### src/rtl/dac_latch_loader.sv
module dac_latch_loader #(
  parameter int NCH    = 3,
  parameter int CODE_W = 10
) (
  input  logic                  clk,
  input  logic                  rst_n,
  input  logic                  byte_vld,
  input  logic                  byte_sof,
  input  logic [7:0]            byte_dat,
  output logic [NCH*CODE_W-1:0] dac_code,
  output logic [NCH-1:0]        dac_en,
  output logic [NCH-1:0]        dac_res10
);
  localparam int HI_W = CODE_W - 8;
  localparam logic [3:0] OP_LOAD = 4'h1;
  localparam logic [3:0] OP_RES  = 4'h2;
  localparam logic [3:0] OP_EN   = 4'h3;

  typedef enum logic [1:0] {S_SKIP, S_D1, S_D2} st_t;

  st_t             st_q;
  logic [3:0]      op_q;
  logic [NCH-1:0]  sel_q, sel_d;
  logic [HI_W-1:0] hi_q;

  always_comb
    for (int i = 0; i < NCH; i++) sel_d[i] = (byte_dat[3:0] == 4'(i));

  wire known_op = (byte_dat[7:4] == OP_LOAD) || (byte_dat[7:4] == OP_RES) ||
                  (byte_dat[7:4] == OP_EN);
  wire cmd_ok   = known_op && (|sel_d);
  wire data_ok  = byte_vld && !byte_sof;
  wire first    = data_ok && (st_q == S_D1);
  wire second   = data_ok && (st_q == S_D2);
  wire res_sel  = |(sel_q & dac_res10);
  wire wr8      = first && (op_q == OP_LOAD) && !res_sel;
  wire wr10     = second;
  wire set_res  = first && (op_q == OP_RES);
  wire set_en   = first && (op_q == OP_EN);

  always_ff @(posedge clk or negedge rst_n) begin
    if (!rst_n) begin
      st_q  <= S_SKIP;
      op_q  <= '0;
      sel_q <= '0;
      hi_q  <= '0;
    end else if (byte_vld && byte_sof) begin
      st_q  <= cmd_ok ? S_D1 : S_SKIP;
      op_q  <= byte_dat[7:4];
      sel_q <= sel_d;
    end else if (first) begin
      st_q <= (op_q == OP_LOAD && res_sel) ? S_D2 : S_SKIP;
      hi_q <= byte_dat[HI_W-1:0];
    end else if (second) begin
      st_q <= S_SKIP;
    end
  end

  for (genvar g = 0; g < NCH; g++) begin : g_ch
    logic [CODE_W-1:0] code_q;
    always_ff @(posedge clk or negedge rst_n) begin
      if (!rst_n) begin
        code_q       <= '0;
        dac_en[g]    <= 1'b0;
        dac_res10[g] <= 1'b0;
      end else if (sel_q[g]) begin
        if (wr8)     code_q       <= {{HI_W{1'b0}}, byte_dat};
        if (wr10)    code_q       <= {hi_q, byte_dat};
        if (set_res) dac_res10[g] <= byte_dat[0];
        if (set_en)  dac_en[g]    <= byte_dat[0];
      end
    end
    assign dac_code[g*CODE_W +: CODE_W] = code_q;
  end
endmodule


### config.mk
export PLATFORM = sky130hd
export DESIGN_NAME = dac_latch_loader
export DESIGN_NICKNAME = d
export VERILOG_FILES = /design/src/rtl/dac_latch_loader.sv
export SDC_FILE = /design/constraint.sdc
export NUM_CORES = 1
export LEC_CHECK = 0
export BUFFER_PORTS_ARGS = -buffer_cell sky130_fd_sc_hd__buf_2
export CAP_MARGIN = 20
export CORE_MARGIN = 5
export CORE_UTILIZATION = 57
export DETAILED_ROUTE_END_ITERATION = 10
export GPL_TIMING_DRIVEN = 1
export PLACE_DENSITY = 0.8
export SKIP_CTS_REPAIR_TIMING = 1
export SYNTH_ARGS = -nofsm -noshare
export SYNTH_HDL_FRONTEND = slang
export SYNTH_SLANG_ARGS = --single-unit
### constraint.sdc
create_clock -name clk -period 4.74 [get_ports clk]
set_clock_uncertainty 0.1 [all_clocks]
set_input_delay 0.948 -clock clk [delete_from_list [all_inputs] [get_ports clk]]
set_output_delay 0.948 -clock clk [all_outputs]
set_load 0.01 [all_outputs]
==> impl_metrics.toml <==
[outcome]
status = "finished clean"

[clocking]
cts_tree = "built"
ctsLongestPathBuffers = 2
cts_buffers = 5
root_buffer = "clkbuf_8"
cts_sinks = 47
cts_max_level = 2
worstSkewPairLatency_ps = 300
path_clk_slew_ps = 80

[sta]
timing.final.ws_setup_ps = 1980
finalMaxSlewViolations = 0
worst_pin_slew_ps = 1090
grt_setup_unrepaired = "no"
fin_crit_ps = 2760
relSlewSlack = 0.264
finalSetupViolations = 0
fmax_ghz = 0.362
period_share = 0.583
finalHoldViolCount = 0
setup_tns_ps = 0

[routing]
viasPerCell = 6.23
drt_wl_total_um = 5380
drtPass1Iterations = 7
route.vias.total = 1831
wl_per_cell_um = 18.3
drt_iter0_drc = 212
ant_nets = 0
drc = 0

[grt]
overflow = 0
antenna_found_initial = 0
grt_max_degree = 48
grt_first_pass_wirelength_um = 9000
grt_pass1_vias = 1705
grt_use_total = 0.226

[setup_path]
r2r_end = "g_ch[0].code_q[6]"
crit_path_max_fanout = 23
cp.required_ps = 4840
path_class = "in -> reg"
critPathLaunchType = "input pin"
r2r_cells = 4
worst_ep_arrival_time_ps = 2860
r2r-start = "st_q[0]"
ff2ff_setup_slack_ps = 2320
endpoint_kind = "register"

[die]
rows = 22
coreArea_sq_um = 3690
fp.dieW_um = 71.8
ioPinCount = 48
initial_core_util = 0.591
die_area_sq_um = 5160
die_h_um = 71.8

[logic_synthesis]
synth_cells = 205
synth_most_common_cell = "dfrtp_1"
ys_warn_count = 0
yosysTopAreaCell = "dfrtp_1"
ys_top_cells_by_area = "dfrtp_1 (54%), o32ai_1 (9.6%), o21ai_0 (5.5%)"
synth_area_sq_um = 2180
yosysTopAreaCellShare = 0.540
syn_avg_cell_area_sq_um = 10.6
synthFlopType = "dfrtp_1"
ys_async_sr_fraction = 1.00
ys_seq_elements = 47
synth-seq-area-share = 0.540
synth_commonest_cells = "dfrtp_1 (47), o21ai_0 (24), o32ai_1 (24), inv_1 (17), clkbuf_1 (15)"
synth.net_count = 217
synth_cell_types = 30
synth_edf_count = 0

[finish]
area_growth_pct = 16.3
multi_input_area_sq_um = 875
final-seq-area_sq_um = 1180
nets = 257
n_antenna_cell = 0
layout-drive-gt1-share = 0.260
fillers = 310

[pwr]
p_clk_frac = 0.328
combPwrFrac = 0.076
peakVddDrop_v = 0.000191
power_switching_uw = 181
swShare = 0.254
powerDensity_nw_per_um2 = 281
internal-power_uw = 531
power_frac_seq = 0.595
leakagePower_nw = 1.18

[min_path]
min_path_type = "in -> async"

[place]
gp_congestion = 0.793
port_buffers = 47
hpwl_um = 3610
dp_slack_ps = 1180

[run]
drv_cap = 0
kinds of logic (layout without fill, tap and decap cells):
logic type | after synthesis | count (layout) | share of synthesized area
multiplexers | 6 | 6 | 0.0310
flip-flops | 47 | 47 | 0.540
AND/OR/NAND/NOR | 47 | 47 | 0.141
buffers and inverters | 34 | 75 | 0.0626
AO/OA/AOI/OAI | 71 | 71 | 0.226
flip-flops by register name, summed over array words and instances, names as in the netlist:
| name | count |
|---|---|
| dac_en | 3 |
| sel_q | 3 |
| st_q | 2 |
| hi_q | 2 |
| g_ch.code_q | 30 |
| dac_res10 | 3 |
| op_q | 4 |
layout make-up:
class,instances,share of cell area
clock buffers,6,0.0286
clock inverters,2,0.00494
inverters,17,0.0252
multi-input cells,124,0.345
flip-flops and latches,47,0.464
well taps,48,0.0237
repair buffers,50,0.109
power groups by stage:
stage / Sequential (mW) / Combinational (mW) / Clock [mW]
floorplan: 0.426 / 0.0326 / 0
global placement: 0.430 / 0.0510 / 0
detailed placement: 0.431 / 0.0519 / 0
CTS: 0.423 / 0.0522 / 0.237
global route: 0.426 / 0.0606 / 0.258
finish: 0.424 / 0.0545 / 0.234
layer usage:
| layer | track usage | up-vias | share of wire |
|---|---|---|---|
| met1 | 0.333 | 880 | 0.44 |
| met3 | 0.0687 | 6 | 0.090 |
| met5 | 0 | - | 0 |
| li1 | - | 856 | - |
| met4 | 0.0668 | 0 | 0.0082 |
| met2 | 0.319 | 89 | 0.46 |
critical path: stages:
cell and delay, ps:
buf_2 130, nor4bb_1 920, a41oi_2 330, buf_8 260
o32ai_1 260
per-stage QoR:
stage	instances	area [sq um]	total power [mW]	util	hold slack [ps]
after floorplan	205	2180	0.459	-	398
final	294	2530	0.712	0.687	376
after global routing	294	2530	0.744	0.687	362
after CTS	291	2490	0.713	0.676	395
after global placement	283	2410	0.481	0.653	370
after detailed placement	283	2410	0.483	0.653	377
cell usage in the layout, fill, tap and decap left out, drive strengths merged:
master,Yosys,final
buf,2,49
dfrtp,47,47
o21ai,33,33
o32ai,24,24
inv,17,17
nand3,14,14
nand2,14,14
clkbuf,15,7
o31ai,6,6
mux2,6,6
nor2,4,4
nor4,4,4
nor4bb,3,3
nand4bb,2,2
a21bo,2,2
and2b,1,1
a222oi,1,1
a41oi,1,1
or4b,1,1
a22o,1,1
nand2b,1,1
or3,1,1
a21boi,1,1
nor3,1,1
nor4b,1,1
o211ai,1,1
o41ai,1,1
clkinv,0,1
clkinvlp,0,1
worst max path at each step:
stage	slack [ps]	startpoint	endpoint
2_1_floorplan	2500	byte_sof	g_ch[1].code_q[0]
3_3_place_gp	1320	byte_sof	g_ch[1].code_q[6]
5_1_grt	1910	byte_sof	g_ch[0].code_q[7]
4_1_cts	1510	byte_sof	g_ch[0].code_q[6]
6_report	1980	byte_sof	g_ch[0].code_q[6]
3_5_place_dp	1180	byte_sof	g_ch[0].code_q[6]
Note: power is estimated with default switching activity, not from simulation.
